**src/rtl/fnt_bfly_pkg.sv**
```systemverilog
package fnt_bfly_pkg;

   // residue of a carry-save diminished-one pair
   function automatic logic [63:0] pair_res(input logic [63:0] p, input logic [63:0] q,
                                            input logic [63:0] modv);
      return (p + q + 64'd2) % modv;
   endfunction

   // multiply a residue by 2^k
   function automatic logic [63:0] mul_pow2(input logic [63:0] v, input int k,
                                            input logic [63:0] modv);
      logic [63:0] r;
      r = v % modv;
      for (int i = 0; i < k; i++) r = (r * 64'd2) % modv;
      return r;
   endfunction

endpackage

```
**src/rtl/dm1_csa_row.sv**
```systemverilog
// One carry-save row of three diminished-one words; top carry wraps inverted.
module dm1_csa_row #(
   parameter int W = 8
) (
   input  logic [W-1:0] x,
   input  logic [W-1:0] y,
   input  logic [W-1:0] z,
   output logic [W-1:0] s,
   output logic [W-1:0] c
);
   logic [W-1:0] maj;

   assign s   = x ^ y ^ z;
   assign maj = (x & y) | (x & z) | (y & z);
   assign c   = {maj[W-2:0], ~maj[W-1]};
endmodule

```
**src/rtl/dm1_cmp42.sv**
```systemverilog
// Modulo 2^W+1 4-2 compressor built from two carry-save rows.
module dm1_cmp42 #(
   parameter int W = 8
) (
   input  logic [W-1:0] x0,
   input  logic [W-1:0] x1,
   input  logic [W-1:0] x2,
   input  logic [W-1:0] x3,
   output logic [W-1:0] s,
   output logic [W-1:0] c
);
   logic [W-1:0] s1, c1;

   dm1_csa_row #(.W(W)) i_row0 (.x(x0), .y(x1), .z(x2), .s(s1), .c(c1));
   dm1_csa_row #(.W(W)) i_row1 (.x(s1), .y(c1), .z(x3), .s(s),  .c(c));
endmodule

```
**src/rtl/dm1_twiddle.sv**
```systemverilog
// Multiply a diminished-one word by 2^e: rotate left, inverting wrapped bits.
module dm1_twiddle
   import fnt_bfly_pkg::*;
#(
   parameter int W   = 8,
   parameter int FIX = -1,
   parameter int EW  = 4
) (
   input  logic [W-1:0]  x,
   input  logic [EW-1:0] e,
   output logic [W-1:0]  y
);
   localparam logic [63:0] MODV = (64'd1 << W) + 64'd1;
   localparam logic [EW:0] ELIM = (EW+1)'(2 * W);

   logic [3*W-1:0] ext;
   logic [EW-1:0]  eff;

   assign ext = {x, ~x, x};
   assign eff = (FIX >= 0) ? EW'(FIX) : e;

   generate
      if (FIX >= 0) begin : g_fixed
         if (FIX >= 2 * W) begin : g_bad
            $error("dm1_twiddle: FIX out of range");
         end
         assign y = ext[3*W-1-(FIX % (2*W)) -: W];
      end else begin : g_var
         logic [3*W-1:0] sh;
         assign sh = ext << e;
         assign y  = sh[3*W-1 -: W];
      end
   endgenerate

   always_comb begin
      if ({1'b0, eff} < ELIM) begin
         a_r2_twiddle_scale : assert (((64'(y) + 64'd1) % MODV) ==
                                      mul_pow2(64'(x) + 64'd1, int'(eff), MODV))
            else $error("twiddle scale mismatch (R2)");
      end
   end
endmodule

```
**src/rtl/fnt_bfly_csave.sv**
```systemverilog
module fnt_bfly_csave
   import fnt_bfly_pkg::*;
#(
   parameter int W        = 8,
   parameter int TW_FIXED = -1,
   parameter bit OUT_REG  = 1'b1,
   localparam int EW      = $clog2(2 * W)
) (
   input  logic          clk,
   input  logic          rst_n,
   input  logic [W-1:0]  a0_dm,
   input  logic [W-1:0]  a1_dm,
   input  logic [W-1:0]  b0_dm,
   input  logic [W-1:0]  b1_dm,
   input  logic [EW-1:0] twid_exp,
   output logic [W-1:0]  up_s,
   output logic [W-1:0]  up_c,
   output logic [W-1:0]  dn_s,
   output logic [W-1:0]  dn_c
);
   localparam logic [63:0] MODV = (64'd1 << W) + 64'd1;
   localparam logic [EW:0] ELIM = (EW+1)'(2 * W);

   // elaboration checks
   generate
      if (W < 2 || W > 30) begin : g_bad_w
         $error("fnt_bfly_csave: W must be 2..30");
      end
   endgenerate

   logic [W-1:0] b0_tw, b1_tw, b0_ng, b1_ng;
   logic [W-1:0] us, uc, ds, dc;

   dm1_twiddle #(.W(W), .FIX(TW_FIXED), .EW(EW)) i_tw0 (.x(b0_dm), .e(twid_exp), .y(b0_tw));
   dm1_twiddle #(.W(W), .FIX(TW_FIXED), .EW(EW)) i_tw1 (.x(b1_dm), .e(twid_exp), .y(b1_tw));

   // diminished-one negation is bitwise inversion
   assign b0_ng = ~b0_tw;
   assign b1_ng = ~b1_tw;

   dm1_cmp42 #(.W(W)) i_up (.x0(a0_dm), .x1(a1_dm), .x2(b0_tw), .x3(b1_tw), .s(us), .c(uc));
   dm1_cmp42 #(.W(W)) i_dn (.x0(a0_dm), .x1(a1_dm), .x2(b0_ng), .x3(b1_ng), .s(ds), .c(dc));

   generate
      if (OUT_REG) begin : g_reg
         always_ff @(posedge clk or negedge rst_n) begin
            if (!rst_n) begin
               up_s <= '0;
               up_c <= '0;
               dn_s <= '0;
               dn_c <= '0;
            end else begin
               up_s <= us;
               up_c <= uc;
               dn_s <= ds;
               dn_c <= dc;
            end
         end
      end else begin : g_comb
         assign up_s = us;
         assign up_c = uc;
         assign dn_s = ds;
         assign dn_c = dc;
      end
   endgenerate

   // ---------------- assertions ----------------
   logic [EW-1:0] eff_e;
   logic [63:0]   a_res, wb_res, ref_up, ref_dn;

   assign eff_e = (TW_FIXED >= 0) ? EW'(TW_FIXED) : twid_exp;

   always_comb begin
      a_res  = pair_res(64'(a0_dm), 64'(a1_dm), MODV);
      wb_res = mul_pow2(pair_res(64'(b0_dm), 64'(b1_dm), MODV), int'(eff_e), MODV);
      ref_up = (a_res + wb_res) % MODV;
      ref_dn = (a_res + MODV - wb_res) % MODV;
   end

   a_r1_exp_range : assert property (@(posedge clk) disable iff (!rst_n)
      1'b1 |-> ((TW_FIXED >= 0) || ({1'b0, twid_exp} < ELIM)))
      else $error("exponent out of range (R1)");

   a_r2_upper_value : assert property (@(posedge clk) disable iff (!rst_n)
      ({1'b0, eff_e} < ELIM) |-> (pair_res(64'(us), 64'(uc), MODV) == ref_up))
      else $error("sum pair residue wrong (R2)");

   a_r3_lower_value : assert property (@(posedge clk) disable iff (!rst_n)
      ({1'b0, eff_e} < ELIM) |-> (pair_res(64'(ds), 64'(dc), MODV) == ref_dn))
      else $error("difference pair residue wrong (R3)");

   a_r3_sum_diff : assert property (@(posedge clk) disable iff (!rst_n)
      1'b1 |-> (((pair_res(64'(us), 64'(uc), MODV) + pair_res(64'(ds), 64'(dc), MODV)) % MODV)
                == ((a_res * 64'd2) % MODV)))
      else $error("sum plus difference is not twice first input (R3)");
endmodule

```
**config.mk**
```make
export PLATFORM = sky130hd
export DESIGN_NAME = fnt_bfly_csave
export DESIGN_NICKNAME = d
export VERILOG_FILES = /design/src/rtl/fnt_bfly_pkg.sv /design/src/rtl/dm1_csa_row.sv /design/src/rtl/dm1_cmp42.sv /design/src/rtl/dm1_twiddle.sv /design/src/rtl/fnt_bfly_csave.sv
export SDC_FILE = /design/constraint.sdc
export NUM_CORES = 1
export LEC_CHECK = 0
export BUFFER_PORTS_ARGS = -buffer_cell sky130_fd_sc_hd__buf_2
export CORE_ASPECT_RATIO = 1.25
export CORE_MARGIN = 3
export CORE_UTILIZATION = 35
export DETAILED_ROUTE_END_ITERATION = 8
export REMOVE_ABC_BUFFERS = 1
export SKIP_CTS_REPAIR_TIMING = 1
export SLEW_MARGIN = 25
export SYNTH_ARGS = -nofsm -noshare
export SYNTH_HDL_FRONTEND = slang
export SYNTH_SLANG_ARGS = --single-unit
```
**constraint.sdc**
```tcl
create_clock -name clk -period 0.8 [get_ports clk]
set_input_delay 0.04 -clock clk [delete_from_list [all_inputs] [get_ports clk]]
set_output_delay 0.04 -clock clk [all_outputs]
set_load 0.01 [all_outputs]
```
==> results.py, run 1 <==
metrics = {
    "worst_setup_path": {
        "crit_arrival_ns": 2.20,
        "cp-startpoint": "twid_exp[0]",
        "startpoint_type": "input pin",
        "path_class": "in -> reg",
        "endpoint_kind": "flop",
        "required_ns": 0.98,
        "cp_max_fo": 5,
    },
    "yosys": {
        "yosysUniqueCellTypes": 32,
        "ys_seq_elements": 32,
        "yosysWarnings": 0,
        "syn_area_mm2": 0.00268,
        "avgSynthCellArea_um2": 12.1,
        "synth-seq-area-share_pct": 29.9,
        "syn_inst": 221,
    },
    "cts": {
        "clock_path_buffers": 2,
        "cts_tree": "built",
        "clkSinkCount": 32,
        "cts-root-buf": "clkbuf_8",
        "cts_max_level": 2,
        "clk_pin_slew_worst_paths_ns": 0.06,
        "numCtsBuffers": 5,
    },
    "detailed_routing": {
        "antenna_left": 0,
        "drt-vias-per-instance": 4.46,
        "wl_per_cell_um": 12.4,
        "drtIter0Drc": 24,
        "wirelength_mm": 5.06,
        "drc_errors": 0,
        "vias": 1820,
        "first_pass_iters": 4,
    },
    "global_route": {
        "grt_start_max_net_pins": 33,
        "antenna_found_initial": 0,
        "grt_pass1_vias": 1836,
        "grt_use_total_pct": 11.9,
        "grt_pass1_wl_mm": 8.35,
        "grt.overflow.total": 0,
    },
    "layout": {
        "stdcell_count": 408,
        "stdcell_area_mm2": 0.00363,
        "drive_gt1_share_pct": 52.2,
        "syn_to_final_growth_pct": 35.9,
        "diodes": 0,
        "layout_commonest_cell": "buf_2",
        "regArea_um2": 801,
        "multi_input_comb_area_mm2": 0.00170,
        "nets": 386,
        "layout_common_cells": "61 x buf_2, 47 x inv_1, 32 x dfrtp_1",
        "finish.utilization_pct": 49.1,
        "fillers": 687,
    },
    "timing": {
        "finalHoldViolCount": 0,
        "fmax_ghz": 0.494,
        "worst_pin_slew_ns": 0.390,
        "min_period_over_period_pct": 253,
        "period_minus_slack_ns": 2.02,
        "rsz0062_at_grt": "true",
        "setup-violations-final": 51,
        "slew_viol_final": 0,
        "slew_headroom_pct": 74.0,
        "setup_ws_ns": -1.22,
    },
    "floorplanning": {
        "fp.dieW_um": 84.2,
        "start_util_pct": 36.1,
        "dieArea_mm2": 0.00873,
        "die_h_um": 104,
        "coreArea_mm2": 0.00740,
        "num_io_pins": 70,
        "rows": 35,
    },
    "pwr": {
        "leakage_nw": 1.81,
        "cellPowerDensity_mw_per_mm2": 1950,
        "power.total_mw": 7.10,
        "ir_drop_uv": 1020,
    },
    "placement": {
        "io_buffers": 69,
        "hpwlAfterDp_mm": 4.31,
        "dpl-instance-area_mm2": 0.00326,
        "gp_congestion": 0.808,
        "placed_cells": 395,
    },
    "min_path": {
        "hold_class": "in -> async",
    },
    "outcome": {
        "status": "finished, violations left",
        "violations": "negative setup slack",
    },
    "job": {
        "cap_violations": 0,
    },
}
stage by stage:
stage | setup WS, ns | TNS, ns | hold WS, ns
global placement | -1.66 | -49.30 | 0.00214
global route | -1.33 | -38.53 | 0.270
detailed placement | -1.70 | -50.31 | 0.00697
floorplan | -1.35 | -37.46 | -0.256
finish | -1.22 | -35.35 | 0.251
CTS | -1.40 | -41.44 | -0.296
routing by layer:
layer	track usage (%)	wire [um]
met1	14.9	1930
met5	0	0
met3	1.99	272
met4	4.83	91
met2	20.3	2770
cell families (layout without fill, tap and decap cells):
family / Yosys count / count (layout) / synth area share, %
buf+inv: 76 / 171 / 12.0
mux: 27 / 27 / 19.6
simple gates: 14 / 14 / 2.48
xor+xnor: 29 / 29 / 9.49
fa+ha+maj: 32 / 32 / 23.7
compound gates: 11 / 11 / 2.81
flops: 32 / 32 / 29.9
cell type report:
cell class / count / area share, %
Clock buffer: 6 / 2.00
Tap cell: 92 / 3.17
Inverter: 66 / 6.82
Clock inverter: 1 / 0.138
Multi-Input combinational cell: 113 / 46.6
Sequential cell: 32 / 22.0
Timing Repair Buffer: 98 / 19.2
state kept, by name, summed over array words and instances (netlist names):
register,count
dn_c,8
up_c,8
up_s,8
dn_s,8
Yosys cell counts:
| cell type | n | area share [%] |
|---|---|---|
| mux4_2 | 4 | 3.4 |
| clkbuf_1 | 2 | 0.28 |
| o21a_1 | 1 | 0.28 |
| nand2b_1 | 2 | 0.47 |
| o32ai_1 | 1 | 0.33 |
| xor2_1 | 11 | 3.6 |
| a21oi_2 | 1 | 0.33 |
| o221a_2 | 1 | 0.42 |
| buf_1 | 2 | 0.28 |
| nand2_1 | 4 | 0.56 |
| mux2i_1 | 8 | 3.0 |
| or2_2 | 1 | 0.23 |
| mux2_2 | 1 | 0.42 |
| buf_6 | 2 | 0.84 |
| xnor2_1 | 18 | 5.9 |
| nor2b_1 | 1 | 0.23 |
| ha_1 | 1 | 0.47 |
| fa_1 | 31 | 23 |
| nor2_1 | 5 | 0.70 |
| o22ai_1 | 1 | 0.23 |
| a21oi_1 | 3 | 0.56 |
| a211oi_1 | 1 | 0.28 |
| buf_2 | 3 | 0.56 |
| o21ai_1 | 2 | 0.37 |
| buf_12 | 1 | 0.75 |
| mux2i_4 | 3 | 2.5 |
| mux2i_2 | 1 | 0.51 |
| and2b_1 | 1 | 0.28 |
| mux4_1 | 10 | 9.8 |
| dfrtp_1 | 32 | 30 |
| inv_1 | 65 | 9.1 |
| inv_2 | 1 | 0.14 |
worst max path at each step:
| stage | end | slack, ns | depth (start not counted) |
|---|---|---|---|
| after floorplan | up_s[4] | -1.35 | 8 |
| after global placement | up_s[3] | -1.66 | 8 |
| after detailed placement | dn_s[7] | -1.70 | 8 |
| after CTS | dn_s[7] | -1.40 | 8 |
| after global routing | dn_s[7] | -1.33 | 8 |
| final | up_s[2] | -1.22 | 9 |
power breakdown:
part	switching [mW]	internal, mW
combinational	1.84	1.73
clock	0.539	0.590
sequential	0.143	2.26
total	2.52	4.58
critical path, stage by stage:
cell	delay, ns
buf_12	0.09
buf_6	0.09
mux4_2	0.55
mux2i_4	0.23
xnor2_2	0.09
fa_1	0.51
inv_2	0.04
fa_2	0.53
inv_2	0.03
(Power assumes the default switching activity.)
==> run 2, diff against run 1 <==
--- a/config.mk
+++ b/config.mk
@@ -5,7 +5,7 @@
 export SDC_FILE = /design/constraint.sdc
 export NUM_CORES = 1
 export LEC_CHECK = 0
-export BUFFER_PORTS_ARGS = -buffer_cell sky130_fd_sc_hd__buf_2
+export BUFFER_PORTS_ARGS = -buffer_cell sky130_fd_sc_hd__buf_4
 export CORE_ASPECT_RATIO = 1.25
 export CORE_MARGIN = 3
 export CORE_UTILIZATION = 35
==> constraint.sdc (replaced) <==
create_clock -name clk -period 2 [get_ports clk]
set_input_delay 0.1 -clock clk [delete_from_list [all_inputs] [get_ports clk]]
set_output_delay 0.1 -clock clk [all_outputs]
set_load 0.01 [all_outputs]
==> results.py, run 2 (synthesized netlist as in run 1, its figures left out) <==
metrics = {
    "detailed_routing": {
        "drt-vias-per-instance": 4.55,
        "wirelength_mm": 5.35,
        "first_pass_iters": 4,
        "drc_errors": 0,
        "antenna_left": 0,
        "vias": 1837,
        "wl_per_cell_um": 13.2,
        "drtIter0Drc": 20,
    },
    "pwr": {
        "power_frac_comb_pct": 50.3,
        "power.internal_mw": 1.96,
        "power_switching_mw": 1.02,
        "leakage_nw": 1.83,
        "ir_drop_uv": 453,
        "p_sw_share_pct": 34.1,
        "cellPowerDensity_mw_per_mm2": 806,
        "seq_power_share_pct": 32.8,
        "clkPwrFrac_pct": 16.9,
    },
    "cts": {
        "clkSinkCount": 32,
        "cts-root-buf": "clkbuf_8",
        "cts_max_level": 2,
        "clock_path_buffers": 2,
        "numCtsBuffers": 5,
        "clk_pin_slew_worst_paths_ns": 0.07,
        "cts_tree": "built",
    },
    "outcome": {
        "violations": "negative setup slack",
        "status": "finished, violations left",
    },
    "layout": {
        "layout_commonest_cell": "buf_4",
        "diodes": 0,
        "fillers": 683,
        "drive_gt1_share_pct": 46.2,
        "nets": 381,
        "stdcell_count": 404,
        "syn_to_final_growth_pct": 38.3,
        "stdcell_area_mm2": 0.00370,
        "layout_common_cells": "87 x buf_4, 58 x inv_1, 32 x dfrtp_1",
    },
    "timing": {
        "rsz0062_at_grt": "true",
        "slew_headroom_pct": 73.2,
        "period_minus_slack_ns": 2.15,
        "min_period_over_period_pct": 108,
        "setup_tns_ns": -1.21,
        "setup_ws_ns": -0.154,
        "setup-violations-final": 17,
        "fmax_ghz": 0.464,
        "slew_viol_final": 0,
        "worst_pin_slew_ns": 0.402,
        "finalHoldViolCount": 0,
    },
    "worst_setup_path": {
        "critPathSlowestCell": "fa_1",
        "cp_top_family": "adder cells",
        "cp_max_fo": 8,
        "critPathMaxStageDelay_ns": 0.53,
        "startpoint_type": "input pin",
        "endpoint_kind": "flop",
        "path_class": "in -> reg",
        "cp_common_cell": "fa_1",
        "crit_arrival_ns": 2.33,
        "required_ns": 2.17,
        "cp_cell_sequence": "buf_12, buf_8, buf_6, mux4_2, nor2_2, a21oi_2, xnor2_2, fa_1, inv_2, fa_1, inv_1",
        "critPathBufInv": 5,
    },
    "min_path": {
        "hold_class": "in -> async",
    },
    "floorplanning": {
        "num_io_pins": 70,
        "fp.dieW_um": 84.2,
        "dieArea_mm2": 0.00873,
        "rows": 35,
        "coreArea_mm2": 0.00740,
        "die_h_um": 104,
        "start_util_pct": 36.1,
    },
    "placement": {
        "dpl-instance-area_mm2": 0.00339,
        "io_buffers": 69,
        "dp_slack_ns": -0.503,
        "placed_cells": 392,
        "hpwlAfterDp_mm": 4.45,
        "gp_congestion": 0.827,
    },
    "global_route": {
        "grt.overflow.total": 0,
        "grt_pass1_vias": 1992,
        "antenna_found_initial": 0,
        "grt_use_total_pct": 12.8,
        "grt_start_max_net_pins": 33,
        "grt_pass1_wl_mm": 9.00,
    },
    "job": {
        "cap_violations": 0,
    },
}
[run 2: power by group through the flow]
stage	Clock, mW	Combinational [mW]	Sequential [mW]
after floorplan	0	0.582	1.13
after global placement	0	1.41	0.992
after detailed placement	0	1.45	1.00
after CTS	0.522	1.45	0.987
after global routing	0.561	1.68	1.00
final	0.503	1.50	0.979
[run 2: area by class of cell]
| cell class | instances | area (um^2) | area share [%] |
|---|---|---|---|
| repair buffers | 93 | 736 | 19.9 |
| flip-flops and latches | 32 | 801 | 21.6 |
| inverters | 66 | 248 | 6.70 |
| well taps | 92 | 115 | 3.11 |
| clock buffers | 8 | 90.1 | 2.43 |
| multi-input cells | 113 | 1710 | 46.2 |
[run 2: through the flow]
stage                     total power [mW]  hold WS [ns]  utilization, %
after floorplan                       1.71        -0.196               -
after global placement                2.40        0.0508            45.7
after detailed placement              2.45        0.0645            45.7
after CTS                             2.96        -0.243            47.0
after global routing                  3.25         0.297            50.0
final                                 2.98         0.286            50.0
[run 2: worst max path at each step]
stage / from / to / slack [ns] / cells past startpoint
final: twid_exp[0] / up_s[3] / -0.15 / 11
after global routing: twid_exp[0] / up_s[3] / -0.22 / 11
after CTS: twid_exp[0] / dn_s[0] / -0.21 / 9
after detailed placement: twid_exp[0] / up_s[0] / -0.50 / 10
after global placement: twid_exp[0] / up_s[0] / -0.46 / 10
after floorplan: twid_exp[0] / up_s[4] / -0.21 / 8
[run 2: layer usage]
metal  part of all wire, %  global-route usage (%)  wire length (um)
met5                     0                       0                 0
met4                   1.5                    4.48                82
met3                   5.1                    2.15               271
met2                    56                    22.7              2970
met1                    38                    15.4              2020
==> run 3, diff against run 2 <==
--- a/config.mk
+++ b/config.mk
@@ -5,6 +5,7 @@
 export SDC_FILE = /design/constraint.sdc
 export NUM_CORES = 1
 export LEC_CHECK = 0
+export ABC_AREA = 1
 export BUFFER_PORTS_ARGS = -buffer_cell sky130_fd_sc_hd__buf_4
 export CORE_ASPECT_RATIO = 1.25
 export CORE_MARGIN = 3
==> results.py, run 3 <==
metrics = {
    "yosys": {
        "synth_area_leaders": "dfrtp_1 30%, fa_1 23%, nand2_1 14%, inv_1 11%, nand3_1 9.0%",
        "syn_inst": 333,
        "avgSynthCellArea_um2": 8.01,
        "synth_edf_count": 0,
        "ys_seq_elements": 32,
        "synth_ff_type": "dfrtp_1",
        "yosysUniqueCellTypes": 24,
        "yosysWarnings": 0,
        "synth.top_cells.by_count": "101 x nand2_1, 75 x inv_1, 48 x nand3_1, 32 x dfrtp_1, 31 x fa_1",
        "async_flop_share_pct": 100,
        "synth_top_area_cell": "dfrtp_1",
        "yosys.cell_count.top_type": "nand2_1",
        "syn_area_mm2": 0.00267,
        "netlist.area_leader.share_pct": 30.0,
        "synth-seq-area-share_pct": 30.0,
    },
    "cts": {
        "cts_max_level": 2,
        "clk_pin_slew_worst_paths_ns": 0.07,
        "clkSinkCount": 32,
        "clock_path_buffers": 2,
        "cts-root-buf": "clkbuf_8",
        "cts_tree": "built",
        "numCtsBuffers": 5,
    },
    "layout": {
        "nets": 484,
        "stdcell_area_mm2": 0.00356,
        "layout_common_cells": "90 x nand2_1, 82 x buf_4, 72 x inv_1",
        "diodes": 0,
        "stdcell_count": 505,
        "syn_to_final_growth_pct": 33.5,
        "finish.utilization_pct": 49.5,
        "drive_gt1_share_pct": 33.3,
        "layout_commonest_cell": "nand2_1",
    },
    "detailed_routing": {
        "wl_met3_um": 318,
        "drc_errors": 0,
        "antenna_left": 0,
        "wl_met1_mm": 2.46,
        "drt-vias-per-instance": 4.43,
        "first_pass_iters": 4,
        "wl_met2_mm": 3.05,
        "wirelength_mm": 5.92,
        "vias": 2236,
        "routed.top_layer": "met4",
        "wl_per_cell_um": 11.7,
        "drtIter0Drc": 33,
    },
    "placement": {
        "io_buffers": 69,
        "dp_slack_ns": -0.306,
        "gp_congestion": 0.880,
        "dpl-instance-area_mm2": 0.00333,
        "hpwlAfterDp_mm": 5.26,
        "placed_cells": 495,
    },
    "pwr": {
        "power.total_mw": 2.80,
        "leakage_nw": 2.00,
        "cellPowerDensity_mw_per_mm2": 786,
        "ir_drop_uv": 564,
    },
    "timing": {
        "setup-violations-final": 0,
        "rsz0062_at_grt": "true",
        "period_minus_slack_ns": 1.94,
        "setup_ws_ns": 0.0586,
        "slew_viol_final": 0,
        "finalHoldViolCount": 0,
        "slew_headroom_pct": 75.3,
        "worst_pin_slew_ns": 0.367,
        "fmax_ghz": 0.515,
        "min_period_over_period_pct": 97.1,
    },
    "global_route": {
        "grt_use_total_pct": 14.5,
        "grt_pass1_wl_mm": 10.3,
        "antenna_found_initial": 0,
        "grt_start_max_net_pins": 33,
        "grt_pass1_vias": 2291,
        "grt.overflow.total": 0,
    },
    "worst_setup_path": {
        "cp_max_fo": 6,
        "path_class": "in -> reg",
        "required_ns": 2.18,
        "startpoint_type": "input pin",
        "crit_arrival_ns": 2.12,
        "endpoint_kind": "flop",
    },
    "floorplanning": {
        "coreArea_mm2": 0.00719,
        "start_util_pct": 37.1,
        "dieArea_mm2": 0.00871,
        "rows": 34,
        "num_io_pins": 70,
        "die_h_um": 104,
        "fp.dieW_um": 84.1,
    },
    "job": {
        "cap_violations": 0,
    },
    "min_path": {
        "hold_class": "in -> async",
    },
    "outcome": {
        "status": "completed",
    },
}
## run 3: cell count changes in the layout (fill, tap and decap cells not counted), moves of 6 or more
cell and change:
inv_1 +14, xnor2_1 -11, o21ai_2 +6, xnor2_2 -7, nand3_1 +38, nand2_1 +86, mux4_2 -7, nand3_2 +11
mux4_1 -7, mux2i_4 -7, nand2_2 +14
## run 3: final cells by class
| class | instances | area (um^2) |
|---|---|---|
| fill | 734 | 3630 |
| multi-input combinational | 212 | 1570 |
| sequential | 32 | 801 |
| timing repair buffer | 86 | 668 |
| inverter | 77 | 298 |
| tap | 90 | 113 |
| clock buffer | 6 | 72.6 |
| clock inverter | 2 | 35.0 |
## run 3: logic make-up after synthesis
group,share of synthesized area (%)
compound gates,3.19
xor+xnor,1.92
fa+ha+maj,23.7
buf+inv,14.3
flops,30.0
simple gates,26.8
## run 3: worst max-delay path: stages
cell and delay [ns]:
buf_6 0.11, buf_6 0.13, nand2_2 0.06, nand2_1 0.06, o21ai_2 0.18, or2_1 0.16
nand2_1 0.08, nand2_2 0.08, nand2_2 0.06, fa_1 0.53, inv_2 0.04, fa_1 0.48
inv_1 0.04
## run 3: layer usage
layer | vias to the layer above | GRT usage [%]
met1 | 1039 | 17.7
met4 | 0 | 4.83
li1 | 1136 | -
met2 | 55 | 25.5
met3 | 6 | 2.94
met5 | - | 0
## run 3: worst paths after layout
kind                             start      end  slack, ns
setup / recovery           twid_exp[0]  up_s[1]       0.06
hold / removal                   rst_n  dn_c[6]       0.29
max in group asynchronous        rst_n  up_s[2]       1.44
min in group clk              a1_dm[7]  up_c[0]       0.31
## run 3: metrics by stage
stage               hold slack (ns)  TNS, ns
finish                        0.287        0
global route                  0.321  -0.0184
CTS                          -0.249  -0.0157
detailed placement           0.0508    -3.36
global placement             0.0528    -2.83
floorplan                    -0.196   -0.151
## run 3: where the power goes
group / internal, mW / switching [mW] / total (mW)
Combinational: 0.611 / 0.662 / 1.27
Sequential: 0.877 / 0.0591 / 0.936
Clock: 0.369 / 0.220 / 0.589
Total: 1.86 / 0.941 / 2.80
